<file path="src/rtl/clk_freq_pkg.sv">
package clk_freq_pkg;

    typedef enum logic [2:0] {
        ST_IDLE = 3'd0,
        ST_ROOT = 3'd1,
        ST_AHB  = 3'd2,
        ST_IPG  = 3'd3,
        ST_PER  = 3'd4,
        ST_FIN  = 3'd5
    } calc_step_e;

    typedef enum logic [2:0] {
        Q_NONE   = 3'd0,
        Q_IPG    = 3'd1,
        Q_IPG_HI = 3'd2,
        Q_SLOW   = 3'd3,
        Q_REF    = 3'd4,
        Q_REF8   = 3'd5
    } calc_query_e;

    function automatic int max2(input int a, input int b);
        return (a > b) ? a : b;
    endfunction

endpackage

</file>
<file path="src/rtl/clk_freq_divider.sv">
// Restoring divider: one quotient bit per cycle, NUM_W cycles per division.
module clk_freq_divider #(
    parameter int NUM_W = 64,
    parameter int DEN_W = 7
) (
    input  logic             clk,
    input  logic             rst_n,
    input  logic             go,
    input  logic [NUM_W-1:0] num,
    input  logic [DEN_W-1:0] den,
    output logic [NUM_W-1:0] quo,
    output logic             valid
);
    localparam int CNT_W = $clog2(NUM_W);

    typedef struct packed {
        logic             run;
        logic [CNT_W-1:0] cnt;
        logic [NUM_W-1:0] quo;
        logic [DEN_W-1:0] rem;
        logic [DEN_W-1:0] den;
        logic             valid;
    } div_state_t;

    div_state_t s_d, s_q;
    logic [DEN_W:0] rem_sh;
    logic [DEN_W:0] rem_sub;
    logic           fits;

    always_comb begin
        s_d     = s_q;
        s_d.valid = 1'b0;
        rem_sh  = {s_q.rem, s_q.quo[NUM_W-1]};
        fits    = (rem_sh >= {1'b0, s_q.den});
        rem_sub = rem_sh - {1'b0, s_q.den};
        if (go) begin
            s_d.run = 1'b1;
            s_d.cnt = '0;
            s_d.quo = num;
            s_d.rem = '0;
            s_d.den = den;
        end else if (s_q.run) begin
            s_d.rem = fits ? rem_sub[DEN_W-1:0] : rem_sh[DEN_W-1:0];
            s_d.quo = {s_q.quo[NUM_W-2:0], fits};
            s_d.cnt = s_q.cnt + 1'b1;
            if (s_q.cnt == CNT_W'(NUM_W - 1)) begin
                s_d.run   = 1'b0;
                s_d.valid = 1'b1;
            end
        end
    end

    always_ff @(posedge clk) begin
        if (!rst_n) s_q <= '0;
        else        s_q <= s_d;
    end

    assign quo   = s_q.quo;
    assign valid = s_q.valid;
endmodule

</file>
<file path="src/rtl/clk_freq_src.sv">
// Operand selection for each division step of the clock-tree walk.
module clk_freq_src
    import clk_freq_pkg::*;
#(
    parameter int REF_HZ    = 24000000,
    parameter int NUM_W     = 64,
    parameter int DEN_W     = 7,
    parameter int FRAC_W    = 6,
    parameter int ALT_DIV_W = 3,
    parameter int AHB_DIV_W = 3,
    parameter int IPG_DIV_W = 2,
    parameter int PER_DIV_W = 6
) (
    input  calc_step_e           step,
    input  logic                 mul22,
    input  logic [FRAC_W-1:0]    frac0,
    input  logic [FRAC_W-1:0]    frac2,
    input  logic [1:0]           pre_sel,
    input  logic [1:0]           alt_sel,
    input  logic [ALT_DIV_W-1:0] alt_div,
    input  logic                 use_alt,
    input  logic [AHB_DIV_W-1:0] ahb_div,
    input  logic [IPG_DIV_W-1:0] ipg_div,
    input  logic                 per_osc,
    input  logic [PER_DIV_W-1:0] per_div,
    input  logic [NUM_W-1:0]     acc,
    output logic [NUM_W-1:0]     num,
    output logic [DEN_W-1:0]     den,
    output logic                 src_err
);
    localparam logic [NUM_W-1:0] OSC_F   = NUM_W'(REF_HZ);
    localparam logic [NUM_W-1:0] PLL_X20 = OSC_F * NUM_W'(20);
    localparam logic [NUM_W-1:0] PLL_X22 = OSC_F * NUM_W'(22);
    localparam logic [NUM_W-1:0] PFD_MUL = NUM_W'(18);

    logic [NUM_W-1:0] pll_f;
    logic [NUM_W-1:0] pfd_num;

    assign pll_f   = mul22 ? PLL_X22 : PLL_X20;
    assign pfd_num = pll_f * PFD_MUL;

    always_comb begin
        num     = acc;
        den     = DEN_W'(1);
        src_err = 1'b0;
        case (step)
            ST_ROOT: begin
                if (!use_alt) begin
                    case (pre_sel)
                        2'd0: begin num = pll_f;   den = DEN_W'(1); end
                        2'd1: begin num = pfd_num; den = DEN_W'(frac2); end
                        2'd2: begin num = pfd_num; den = DEN_W'(frac0); end
                        default: begin
                            // floor(floor(a/b)/2) equals floor(a/(2b))
                            num = pfd_num;
                            den = DEN_W'(frac2) << 1;
                        end
                    endcase
                end else begin
                    den = DEN_W'(alt_div) + DEN_W'(1);
                    case (alt_sel)
                        2'd0:    num = PLL_X20;
                        2'd1:    num = OSC_F;
                        2'd2:    num = '0;
                        default: begin num = '0; src_err = 1'b1; end
                    endcase
                end
            end
            ST_AHB: den = DEN_W'(ahb_div) + DEN_W'(1);
            ST_IPG: den = DEN_W'(ipg_div) + DEN_W'(1);
            ST_PER: begin
                num = per_osc ? OSC_F : acc;
                den = DEN_W'(per_div) + DEN_W'(1);
            end
            default: ;
        endcase
    end
endmodule

</file>
<file path="src/rtl/clk_freq_calc.sv">
module clk_freq_calc
    import clk_freq_pkg::*;
#(
    parameter int REF_HZ    = 24000000,
    parameter int SLOW_HZ   = 32768,
    parameter int FREQ_W    = 32,
    parameter int NUM_W     = 64,
    parameter int FRAC_W    = 6,
    parameter int ALT_DIV_W = 3,
    parameter int AHB_DIV_W = 3,
    parameter int IPG_DIV_W = 2,
    parameter int PER_DIV_W = 6
) (
    input  logic                 clk,
    input  logic                 rst_n,
    input  logic                 start,
    input  logic [2:0]           query,
    input  logic                 pll_mul22,
    input  logic [FRAC_W-1:0]    pfd0_frac,
    input  logic [FRAC_W-1:0]    pfd2_frac,
    input  logic [1:0]           pre_sel,
    input  logic [1:0]           alt_sel,
    input  logic [ALT_DIV_W-1:0] alt_div,
    input  logic                 periph_alt,
    input  logic [AHB_DIV_W-1:0] ahb_div,
    input  logic [IPG_DIV_W-1:0] ipg_div,
    input  logic                 per_osc,
    input  logic [PER_DIV_W-1:0] per_div,
    output logic [FREQ_W-1:0]    freq,
    output logic                 done,
    output logic                 err,
    output logic                 busy
);
    localparam int DEN_W = max2(FRAC_W, max2(ALT_DIV_W, max2(AHB_DIV_W,
                           max2(IPG_DIV_W, PER_DIV_W)))) + 1;

    typedef struct packed {
        calc_step_e           step;
        logic                 waiting;
        logic [2:0]           qry;
        logic                 mul22;
        logic [FRAC_W-1:0]    frac0;
        logic [FRAC_W-1:0]    frac2;
        logic [1:0]           pre_sel;
        logic [1:0]           alt_sel;
        logic [ALT_DIV_W-1:0] alt_div;
        logic                 use_alt;
        logic [AHB_DIV_W-1:0] ahb_div;
        logic [IPG_DIV_W-1:0] ipg_div;
        logic                 per_osc;
        logic [PER_DIV_W-1:0] per_div;
        logic [NUM_W-1:0]     acc;
        logic                 err_acc;
        logic [FREQ_W-1:0]    freq;
        logic                 err;
        logic                 done;
    } calc_state_t;

    calc_state_t s_d, s_q;

    logic [NUM_W-1:0] src_num;
    logic [DEN_W-1:0] src_den;
    logic             src_err;
    logic             div_go;
    logic [NUM_W-1:0] div_quo;
    logic             div_valid;
    calc_step_e       step_next;

    clk_freq_src #(
        .REF_HZ(REF_HZ), .NUM_W(NUM_W), .DEN_W(DEN_W), .FRAC_W(FRAC_W),
        .ALT_DIV_W(ALT_DIV_W), .AHB_DIV_W(AHB_DIV_W),
        .IPG_DIV_W(IPG_DIV_W), .PER_DIV_W(PER_DIV_W)
    ) u_src (
        .step    (s_q.step),
        .mul22   (s_q.mul22),
        .frac0   (s_q.frac0),
        .frac2   (s_q.frac2),
        .pre_sel (s_q.pre_sel),
        .alt_sel (s_q.alt_sel),
        .alt_div (s_q.alt_div),
        .use_alt (s_q.use_alt),
        .ahb_div (s_q.ahb_div),
        .ipg_div (s_q.ipg_div),
        .per_osc (s_q.per_osc),
        .per_div (s_q.per_div),
        .acc     (s_q.acc),
        .num     (src_num),
        .den     (src_den),
        .src_err (src_err)
    );

    clk_freq_divider #(.NUM_W(NUM_W), .DEN_W(DEN_W)) u_div (
        .clk   (clk),
        .rst_n (rst_n),
        .go    (div_go),
        .num   (src_num),
        .den   (src_den),
        .quo   (div_quo),
        .valid (div_valid)
    );

    always_comb begin
        case (s_q.step)
            ST_ROOT: step_next = ST_AHB;
            ST_AHB:  step_next = ST_IPG;
            ST_IPG:  step_next = (s_q.qry == Q_IPG_HI) ? ST_PER : ST_FIN;
            default: step_next = ST_FIN;
        endcase
    end

    always_comb begin
        s_d      = s_q;
        s_d.done = 1'b0;
        div_go   = 1'b0;
        case (s_q.step)
            ST_IDLE: begin
                if (start) begin
                    s_d.qry     = query;
                    s_d.mul22   = pll_mul22;
                    s_d.frac0   = pfd0_frac;
                    s_d.frac2   = pfd2_frac;
                    s_d.pre_sel = pre_sel;
                    s_d.alt_sel = alt_sel;
                    s_d.alt_div = alt_div;
                    s_d.use_alt = periph_alt;
                    s_d.ahb_div = ahb_div;
                    s_d.ipg_div = ipg_div;
                    s_d.per_osc = per_osc;
                    s_d.per_div = per_div;
                    s_d.acc     = '0;
                    s_d.err_acc = 1'b0;
                    s_d.waiting = 1'b0;
                    case (query)
                        Q_IPG:    s_d.step = ST_ROOT;
                        Q_IPG_HI: s_d.step = per_osc ? ST_PER : ST_ROOT;
                        Q_NONE:   s_d.step = ST_FIN;
                        Q_SLOW: begin
                            s_d.acc  = NUM_W'(SLOW_HZ);
                            s_d.step = ST_FIN;
                        end
                        Q_REF: begin
                            s_d.acc  = NUM_W'(REF_HZ);
                            s_d.step = ST_FIN;
                        end
                        Q_REF8: begin
                            s_d.acc  = NUM_W'(REF_HZ / 8);
                            s_d.step = ST_FIN;
                        end
                        default: begin
                            s_d.err_acc = 1'b1;
                            s_d.step    = ST_FIN;
                        end
                    endcase
                end
            end
            ST_FIN: begin
                s_d.freq = s_q.acc[FREQ_W-1:0];
                s_d.err  = s_q.err_acc;
                s_d.done = 1'b1;
                s_d.step = ST_IDLE;
            end
            default: begin
                if (!s_q.waiting) begin
                    if (src_err) s_d.err_acc = 1'b1;
                    if (src_den == '0) begin
                        s_d.acc     = '0;
                        s_d.err_acc = 1'b1;
                        s_d.step    = step_next;
                    end else begin
                        div_go      = 1'b1;
                        s_d.waiting = 1'b1;
                    end
                end else if (div_valid) begin
                    s_d.acc     = div_quo;
                    s_d.waiting = 1'b0;
                    s_d.step    = step_next;
                end
            end
        endcase
    end

    always_ff @(posedge clk) begin
        if (!rst_n) s_q <= '0;
        else        s_q <= s_d;
    end

    assign freq = s_q.freq;
    assign done = s_q.done;
    assign err  = s_q.err;
    assign busy = (s_q.step != ST_IDLE);
endmodule

</file>
<file path="config.mk">
export PLATFORM = sky130hd
export DESIGN_NAME = clk_freq_calc
export DESIGN_NICKNAME = d
export VERILOG_FILES = /design/src/rtl/clk_freq_pkg.sv /design/src/rtl/clk_freq_divider.sv /design/src/rtl/clk_freq_src.sv /design/src/rtl/clk_freq_calc.sv
export SDC_FILE = /design/constraint.sdc
export NUM_CORES = 1
export LEC_CHECK = 0
export ABC_AREA = 1
export BUFFER_PORTS_ARGS = -buffer_cell sky130_fd_sc_hd__buf_4
export CAP_MARGIN = 30
export CORE_UTILIZATION = 55
export DETAILED_ROUTE_END_ITERATION = 12
export GPL_TIMING_DRIVEN = 0
export HOLD_SLACK_MARGIN = 0.02
export PLACE_DENSITY = 0.73
export SYNTH_ARGS = -nofsm -noshare
export SYNTH_HDL_FRONTEND = slang
export SYNTH_SLANG_ARGS = --single-unit
</file>
<file path="constraint.sdc">
create_clock -name clk -period 6 [get_ports clk]
set_clock_uncertainty 0.1 [all_clocks]
set_input_delay 0.6 -clock clk [delete_from_list [all_inputs] [get_ports clk]]
set_output_delay 0.6 -clock clk [all_outputs]
set_load 0.03 [all_outputs]
</file>
# Word level (Yosys, flattened, before mapping)
# Index checks and enable logic that the tools add are counted.
# Widths: inputs -> output; s select.
totals:
  register_bits: 225
  output_inout_bits: 35
classes:
  add_sub_neg: 6
  multipliers: 1
  order_cmp: 1
  eq_ne: 20
  muxes: 39
  bitwise_logic: 3
  reduce_logical: 20
op_table:
  columns: ["operator", "n"]
  rows:
  - ["$mux 64", 5]
  - ["$mux 78", 2]
  - ["$pmux 65 s2", 1]
  - ["$pmux 64 s2", 1]
  - ["$mux 105", 1]
  - ["$pmux 25 s3", 1]
  - ["$mux 65", 1]
  - ["$mul 64x4->63 const B", 1]
  - ["$pmux 29 s2", 1]
  - ["$pmux 7 s4", 1]
  - ["$mux 26", 1]
  - ["$pmux 7 s3", 1]
  - ["$eq 3x2->1 const B", 5]
  - ["$mux 7", 2]
  - ["$mux 1", 13]
  - ["$eq 3x3->1 const B", 4]
  - ["$pmux 3 s2", 2]
  - ["$pmux 3 s3", 1]
  - ["$reduce_bool 3->1", 3]
  - ["$add 3x1->4 const B", 2]
  - ["$ge 8x7->1", 1]
  - ["$mux 4", 2]
  - ["$reduce_and 4->1", 2]
  - ["$add 6x1->7 const B", 1]
  - ["other kinds (24)", 35]

# Depth between registers and ports, before layout
# Gate-level depths: netlist of run 1.
logic_depth:
  word_depth: 9
  depth_mapped: 17
  mapped_depth_nobuf: 16

# By module
# Synthesis of run 1 repeated with hierarchy kept, for this count alone.
unflattened:
  cells_unflattened: 1902
  hier_area_um2: 12492.0
modules_own_cells:
  columns: ["mod", "instances", "cells_each", "area_each_um2"]
  rows:
  - ["clk_freq_calc", 1, 892, 6219.7]
  - ["clk_freq_divider", 1, 699, 4755.8]
  - ["clk_freq_src", 1, 311, 1516.5]

# Worst setup path after synthesis of run 1
# Ideal clock, no wire load.
synth_path:
  path_type: "register to register"
  from: "reg u_div.s_q (netlist bit u_div.quo[63])"
  to: "reg u_div.s_q (netlist bit u_div.rem_sh[5])"
  t_arrival_ps: 1986
  path_slack_ps: 3792
  path_stages_with_launch: 11
  path_buffers: 1
  period_less_slack_ps: 2208
  cell_sequence: "dfxtp_1 inv_1 ha_1 fa_1 o21ai_0 nand2_1 nand3_1 clkbuf_1 a21oi_1 o21ai_0 a21oi_1"
synth_via:
  elab_chain_len: 2
  elab_cells_between_ends: 3
  cone_classes: "add/sub (1); order compare (1); mux (1)"
synth_lines:
  columns: ["item", "line_no", "rtl"]
  rows:
  - ["start: declaration", "clk_freq_divider.sv:25", "div_state_t s_d, s_q;"]
  - ["start signal: assignment", "clk_freq_divider.sv:54", "if (!rst_n) s_q <= '0;"]
  - ["start signal: assignment", "clk_freq_divider.sv:55", "else s_q <= s_d;"]
  - ["$sub 7x7->7 / $ge 8x7->1 (equally long branches)", "clk_freq_divider.sv:35, clk_freq_divider.sv:34", null]
  - ["$mux 7 *", "clk_freq_divider.sv:43", "s_d.rem = fits ? rem_sub[DEN_W-1:0] : rem_sh[DEN_W-1:0];"]
# Mark *: on every way between the ends. The rest lies on a longest branch, timed or not.
# A chain may end at the register's enable or synchronous reset.

# Final worst setup path of run 1
layout_path:
  from: "reg s_q[117] (netlist bit)"
  to: "reg u_div.s_q (netlist bit u_div.quo[61])"
layout_via:
  elab_chain_len: 9
  elab_cells_between_ends: 15
  cone_classes: "eq/ne (2); mux (10); reduce/logical (3)"
layout_lines:
  columns: ["item", "line_no", "rtl"]
  rows:
  - ["start: declaration", "clk_freq_calc.sv:59", "calc_state_t s_d, s_q;"]
  - ["start signal: assignment", "clk_freq_calc.sv:183", "if (!rst_n) s_q <= '0;"]
  - ["start signal: assignment", "clk_freq_calc.sv:184", "else s_q <= s_d;"]
  - ["$eq 2x2->1, or another cell as far along", "clk_freq_src.sv:49", "case (pre_sel)"]
  - ["$pmux 7 s3", "clk_freq_src.sv:49", null]
  - ["$mux 7", "clk_freq_src.sv:48", "if (!use_alt) begin"]
  - ["$pmux 7 s4", "clk_freq_src.sv:46", "case (step)"]
  - ["$logic_not 7->1", "clk_freq_calc.sv:165", "if (src_den == '0) begin"]
  - ["$mux 1", "clk_freq_calc.sv:165", null]
  - ["$mux 1", "clk_freq_calc.sv:163", "if (!s_q.waiting) begin"]
  - ["$mux 1", "clk_freq_calc.sv:115", "case (s_q.step)"]
  - ["$mux 78 / $reduce_bool 2->1 (equally long branches)", null, null]
# Parallel ways exist; a longest one is shown, timed or not.

==> reports/qor.yml, run 1 <==
run_status:
  status: "completed"
worst_setup_path:
  crit_top_cell: "nor2_1"
  r2r_end: "u_div.quo[61]"
  crit_path_max_fanout: 10
  crit_required_ps: 6290
  cp-startpoint: "s_q[117]"
  critPathSlowestCell: "nand2_1"
  start_kind: "flop"
  crit_type: "flop to flop"
  timing.critical_path.to: "u_div.quo[61]"
  rrSetupSlack_ps: 2740
  worstPathBufferInverterCount: 2
  crit_family: "simple AND/OR/NAND/NOR gates"
  path_cells: "buf_2, nor2_1, nor2_1, nand3_1, nand2_1, nand2_1, nor2_1, nand3_1, nand3_1, nand2_1, clkbuf_1, nor2_1, nor2_1, nor2_1"
  end_kind: "flop"
  crit-reg2reg-launch: "s_q[117]"
  worst-path-stages: 14
  cp.arrival_ps: 3550
  max_stage_delay_ps: 470
  ff2ff_path_depth: 14
timing:
  rsz0062_at_grt: "no"
  fmax_mhz: 307
  setup_violations: 0
  tns_ps: 0
  period_share_pct: 54.4
  tightest_slew_ps: 812
  finalHoldViolCount: 0
  min_period_ps: 3260
  max_slew_margin_pct: 45.9
  slew_violations: 0
place:
  hpwl_um: 25900
  place_congestion: 0.941
  io_buffers: 73
  placed_cell_area_um2: 13000
power:
  p_comb_share_pct: 53.8
  p_clk_share_pct: 19.2
  pwr-share-seq_pct: 27.0
  p_sw_w: 0.00371
  p_leak_nw: 6.74
  ir_worst_vdd_v: 0.000304
  power.internal_w: 0.00384
  power_density_nw_per_um2: 549
  p_sw_share_pct: 49.1
die:
  die-height_um: 150
  die-area_um2: 22600
  initial_utilization_pct: 56.9
  rows: 53
  coreArea_um2: 21300
  die_w_um: 150
  ioPinCount: 74
final_layout:
  syn2layout_area_growth_pct: 13.6
  nets: 2122
  final_area_um2: 13800
  drive_above_1_share_pct: 8.43
  nFillCells: 2081
  antenna_cells: 0
yosys:
  synthesis.area_um2: 12100
  ys_warn_count: 0
  synth_area_per_cell_um2: 6.17
  synth_cell_types: 32
  synthCells: 1963
  synth-seq-cells: 225
  synth_nets: 2022
  seq_area_frac_synth_pct: 37.2
clock_network:
  numClockSinks: 225
  cts_buffer_depth: 3
  cts_buffers: 25
  cts_tree: "done"
  cts-resized-gates: 0
  cts_setup_buffers: 0
  clk_pin_slew_worst_paths_ps: 60
  clk_latency_ps: 520
  cts_root_buf: "clkbuf_16"
  htree_levels: 1
  cts_hold_buf: 0
grt:
  grt_pass1_wl_um: 57300
  overflow: 0
  antenna_found_initial: 0
  grt_max_degree: 14
  grt_use_total_pct: 32.1
  grt_pass1_vias: 11300
route:
  routed_wl_um: 36200
  vias: 12500
  route.detailed.drc: 0
  via_per_inst: 5.30
  wire_per_inst_um: 15.4
  dr.pass1.iters: 7
  drtAntennaViolNets: 0
  drt_iter0_drc: 961
worst_hold_path:
  min_path_type: "input port to flop"
  worstHoldPathCells: 3
flow_run:
  max_cap_viol_count: 0
-- flip-flops by register name, summed over array words and instances, names as in the netlist --
| register | flops |
|---|---|
| s_q | 105 |
| u_div.quo | 64 |
| freq | 32 |
| u_div.s_q | 14 |
| u_div.rem_sh | 7 |
| done | 1 |
| err | 1 |
| u_div.valid | 1 |
-- tightest hold or removal path: stages --
cell	delay [ps]
buf_4	80
nand2_1	40
a21oi_1	100
-- metrics by stage --
| stage | hold WS (ps) | power, W | util, % | worst slack, ps | cells |
|---|---|---|---|---|---|
| floorplan | 330 | 0.00487 | - | 3790 | 1963 |
| global placement | 351 | 0.00598 | 61.1 | 2920 | 2311 |
| detailed placement | 358 | 0.00604 | 61.1 | 2900 | 2311 |
| CTS | 225 | 0.00750 | 64.7 | 2840 | 2352 |
| global route | 254 | 0.00809 | 64.7 | 2580 | 2352 |
| finish | 228 | 0.00755 | 64.7 | 2740 | 2352 |
-- power groups by stage --
stage	clock network (W)	logic, W	registers, W
after floorplan	0	0.00286	0.00201
after global placement	0	0.00392	0.00205
after detailed placement	0	0.00397	0.00206
after CTS	0.00146	0.00401	0.00203
after global routing	0.00151	0.00450	0.00207
final	0.00145	0.00406	0.00204
-- cell usage after synthesis --
master    instances  area [um2]
xor2_1            4        35.0
fa_1              1        20.0
or2_1             2        12.5
a31oi_1           3        18.8
a211oi_1          1        7.51
inv_2             8        30.0
buf_4            32         240
nor2_2            1        6.26
a21oi_1         111         556
ha_1             19         238
clkinv_1          3        11.3
o31ai_1           1        7.51
o211ai_1          4        30.0
nor4_1            2        12.5
nor3_1            6        30.0
nand4_1         110         688
nand3_2           3        30.0
nand3_1          48         240
o311ai_0         11        96.3
o21ai_1           7        35.0
dfxtp_1         225        4500
inv_1           261         980
nand2_1         513        1930
buf_1            10        37.5
xnor2_1           3        26.3
buf_2            19        95.1
nor2_1          378        1420
o21ai_0          76         380
nor3b_1           2        15.0
or2_2             1        6.26
a32oi_1           2        17.5
clkbuf_1         96         360
-- how the worst min path moves through the flow --
stage            startpoint        to
2_1_floorplan      s_q[133]  s_q[133]
3_3_place_gp       s_q[133]  s_q[133]
3_5_place_dp       s_q[132]  s_q[132]
4_1_cts        pfd0_frac[5]  s_q[130]
5_1_grt        pfd0_frac[3]  s_q[128]
6_report       pfd0_frac[5]  s_q[130]
-- cells in the final DEF, fill, tap and decap left out, types with 8 or more instances in the layout --
cell type | synthesis | final
inv_1 | 261 | 261
nor2_1 | 378 | 378
clkbuf_16 | 0 | 25
buf_2 | 19 | 19
inv_2 | 8 | 8
a21oi_1 | 111 | 111
nand4_1 | 110 | 110
nand2_1 | 513 | 513
nand3_1 | 48 | 48
clkbuf_1 | 96 | 99
buf_4 | 32 | 105
o311ai_0 | 11 | 11
o21ai_0 | 76 | 76
dfxtp_1 | 225 | 225
buf_1 | 10 | 10
ha_1 | 19 | 19
-- cell type report --
type                    instances  area [um2]  share of cell area, %
multi-input cells            1309        5850                   42.5
flip-flops and latches        225        4500                   32.7
inverters                     272        1020                   7.42
plain buffers                 157         733                   5.33
clock buffers                  34         719                   5.23
repair buffers                 73         548                   3.98
well taps                     275         344                   2.50
clock inverters                 7        38.8                  0.282
-- routing by layer --
layer / vias up / routed length [um] / share of wire, % / global-route usage [%]
li1: 6273 / - / - / -
met1: 5672 / 16100 / 44 / 42.6
met2: 443 / 16400 / 45 / 53.2
met3: 78 / 2360 / 6.5 / 3.55
met4: 0 / 1380 / 3.8 / 12.6
met5: - / 0 / 0 / 0
-- cell families after synthesis --
logic type | after synthesis | synth area share (%)
xor+xnor | 7 | 0.506
buf+inv | 429 | 14.5
fa+ha+maj | 20 | 2.13
compound gates | 216 | 9.48
flops | 225 | 37.2
simple gates | 1066 | 36.2
(Power assumes the default switching activity.)
==> run 2: changes to the inputs <==
--- a/config.mk
+++ b/config.mk
@@ -5,14 +5,14 @@
 export SDC_FILE = /design/constraint.sdc
 export NUM_CORES = 1
 export LEC_CHECK = 0
-export ABC_AREA = 1
+export ABC_AREA = 0
 export BUFFER_PORTS_ARGS = -buffer_cell sky130_fd_sc_hd__buf_4
 export CAP_MARGIN = 30
 export CORE_UTILIZATION = 55
 export DETAILED_ROUTE_END_ITERATION = 12
 export GPL_TIMING_DRIVEN = 0
 export HOLD_SLACK_MARGIN = 0.02
-export PLACE_DENSITY = 0.73
+export PLACE_DENSITY = 0.76
 export SYNTH_ARGS = -nofsm -noshare
 export SYNTH_HDL_FRONTEND = slang
 export SYNTH_SLANG_ARGS = --single-unit
==> constraint.sdc (replaced) <==
create_clock -name clk -period 2.7 [get_ports clk]
set_clock_uncertainty 0.1 [all_clocks]
set_input_delay 0.27 -clock clk [delete_from_list [all_inputs] [get_ports clk]]
set_output_delay 0.27 -clock clk [all_outputs]
set_load 0.03 [all_outputs]
==> reports/qor.yml, run 2 <==
clock_network:
  cts_root_buf: "clkbuf_16"
  cts_buffer_depth: 3  # unchanged
  clk_pin_slew_worst_paths_ps: 70  # about the same
  numClockSinks: 225  # unchanged
  cts_buffers: 25  # unchanged
  cts_tree: "done"
  clk_latency_ps: 540  # +20 ps
  htree_levels: 1  # unchanged
route:
  vias: 10400  # -16%
  dr.pass1.iters: 6  # -1
  wire_per_inst_um: 19.8  # +29%
  drtAntennaViolNets: 0  # unchanged
  drt_iter0_drc: 1248  # +30%
  route.detailed.drc: 0  # unchanged
  routed_wl_um: 34200  # -5.6%
  via_per_inst: 6.05  # +14%
worst_setup_path:
  cp.arrival_ps: 3150  # -400 ps
  worstPathBufferInverterCount: 5  # +3
  end_kind: "flop"
  crit_required_ps: 3050  # -3240 ps
  start_kind: "flop"
  max_stage_delay_ps: 400  # -70 ps
  crit_type: "flop to flop"
  crit_family: "buffers and inverters"
  critPathSlowestCell: "dfxtp_2"
  crit_path_max_fanout: 10  # unchanged
  crit-reg2reg-launch: "s_q[117]"
  cp-startpoint: "s_q[117]"
  path_cells: "buf_4, nor2b_1, o221ai_1, o2bb2ai_2, nor4_4, buf_6, a41oi_4, buf_6, a21oi_4, buf_12, buf_12, mux2i_2"
timing:
  slew_violations: 0  # unchanged
  setup_violations: 101  # +101
  tightest_slew_ps: 948  # +136 ps
  rsz0062_at_grt: "yes"
  max_slew_margin_pct: 36.8  # -9.1 points
  tns_ps: -5110  # -5110 ps
  period_share_pct: 104  # +49 points
  min_period_ps: 2800  # -464 ps
  fmax_mhz: 357  # +17%
  finalHoldViolCount: 0  # unchanged
  layout_setup_ws_ps: -97.7  # -2840 ps
final_layout:
  final_area_um2: 14000  # +1.5%
  syn2layout_area_growth_pct: 28.3
  nets: 1505  # -29%
  fin_cells: 1727  # -27%
  regMostFlops: "s_q"
  final_common_cell: "dfxtp_1"
  layout_common_cells: "dfxtp_1 (217), nand2_1 (212), buf_4 (133)"
  drive_above_1_share_pct: 20.8  # +12 points
  nFillCells: 1398  # -33%
  final_util_pct: 71.8  # +7.1 points
  largest_reg_flops: 105  # unchanged
yosys:
  synth-main-ff-cell: "dfxtp_1"
  synthCells: 1274  # -35%
  ys_top_cells_by_area: "dfxtp_1 (41%), mux2i_1 (9.7%), nand2_1 (7.3%)"
  async_reset_ff_share_pct: 0  # unchanged
  synth.most_common_cell: "dfxtp_1"
  synth-seq-cells: 225  # unchanged
  synth_cell_types: 68  # +110%
  yosys.area.top_type: "dfxtp_1"
  synth_nets: 1333  # -34%
  synth_common_cells: "dfxtp_1 (225), nand2_1 (213), mux2i_1 (105), a21oi_1 (93), nor2_1 (80)"
  synthesis.area_um2: 10900  # -10%
  seq_area_frac_synth_pct: 41.4  # +4.2 points
  synth-edff-count: 0  # unchanged
  yosysTopAreaCellShare_pct: 41.4  # +4.2 points
  synth_area_per_cell_um2: 8.55  # +39%
  ys_warn_count: 0  # unchanged
grt:
  met1_usage_pct: 38.5  # -4.1 points
  grt_pass1_vias: 9735  # -14%
  grt-busiest-layer: "met2"
  grt_pass1_wl_um: 49800  # -13%
  grt_use_total_pct: 31.2  # -0.89 points
  overflow: 0  # unchanged
  grt_max_degree: 14  # unchanged
  gr-usage-met3_pct: 5.53  # +2.0 points
  antenna_found_initial: 1  # +1
  met2_usage_pct: 52.5  # -0.72 points
die:
  die-area_um2: 20400  # -10%
  ioPinCount: 74  # unchanged
  die_w_um: 143  # -5.1%
  coreArea_um2: 19500  # -8.6%
  die-height_um: 143  # -5.1%
  rows: 51  # -3.8%
  initial_utilization_pct: 55.9  # -0.95 points
place:
  io_buffers: 73  # unchanged
  hpwl_um: 21000  # -19%
  place_inst: 1614  # -30%
  placed_cell_area_um2: 11800  # -9.4%
  place_congestion: 0.941  # about the same
power:
  power_w: 0.0173  # +130%
  p_sw_w: 0.00718  # +93%
  power.internal_w: 0.0101  # +160%
  p_comb_share_pct: 54.6  # +0.8 points
  power_density_nw_per_um2: 1240  # +130%
  ir_worst_vdd_v: 0.000724  # +140%
  p_sw_share_pct: 41.6  # -7.6 points
  pwr-share-seq_pct: 25.0  # -2.0 points
  p_clk_share_pct: 20.4  # +1.2 points
  p_leak_nw: 5.56  # -17%
run_status:
  status: "finished, violations left"
  violations: "setup timing"
flow_run:
  max_cap_viol_count: 0  # unchanged
worst_hold_path:
  worstHoldStart: "start"
  min_path_type: "input port to flop"
run 2: cell families after synthesis:
group | count (synthesis) | synth area share, %
AOI/OAI and AO/OA | 296 | 18.8
adders and majority gates | 20 | 2.37
xor gates and xnor gates | 12 | 0.965
and+or+nand+nor | 440 | 18.4
DFF | 225 | 41.4
muxes | 108 | 9.96
buffers and inverters | 173 | 8.21
run 2: layer usage:
| layer | vias up | wire, um |
|---|---|---|
| met5 | - | 0 |
| met1 | 4891 | 13300 |
| met4 | 0 | 2000 |
| met2 | 578 | 16000 |
| li1 | 4792 | - |
| met3 | 181 | 2950 |
run 2: power groups by stage:
stage	combinational [W]	sequential, W	clock (W)
after global routing	0.00989	0.00435	0.00367
after CTS	0.00782	0.00426	0.00352
after floorplan	0.00507	0.00415	0
after detailed placement	0.00673	0.00431	0
after global placement	0.00662	0.00431	0
final	0.00942	0.00432	0.00352
run 2: tightest hold or removal path, delay by kind of cell:
family	cells	cell delay, ps
buf+inv	1	140
mux	1	110
simple gates	1	100
compound gates	1	60
run 2: repair_timing:
item / 4_1_cts / 5_1_grt
pin swaps: 11 / 22
hold endpoints to repair: 36 / 0
endpoints found under the setup margin: 170 / 177
gates cloned: 2 / 4
buffers inserted: 18 / 14
hold buffers: 36 / 0
resized for setup: 69 / 96
run 2: final cells by class:
type                       instances  area (um2)  share of cell area [%]
clock buffer                      33         716                    5.12
timing repair buffer             149        1380                    9.89
clock inverter                     9         124                   0.887
buffer                           131         876                    6.27
sequential                       225        4520                    32.4
multi-input combinational        876        5870                    42.0
antenna                            1        2.50                  0.0179
tap                              265         332                    2.37
inverter                          38         148                    1.06
run 2: per-stage QoR:
| stage | hold slack, ps | setup WS [ps] |
|---|---|---|
| after floorplan | 306 | 85.5 |
| after global placement | 338 | -717 |
| after detailed placement | 344 | -647 |
| after CTS | 82.9 | -30.4 |
| after global routing | 81.2 | -160 |
| final | 85.3 | -97.7 |
run 2: path summary, 6_finish.rpt:
| path | slack (ps) | cells after the start | to |
|---|---|---|---|
| worst max-delay path | -100 | 12 | s_q[72] |
| worst min-delay path | 90 | 4 | s_q[136] |
| worst max register to register | -100 | 12 | s_q[72] |
| worst min register to register | 350 | 2 | s_q[71] |
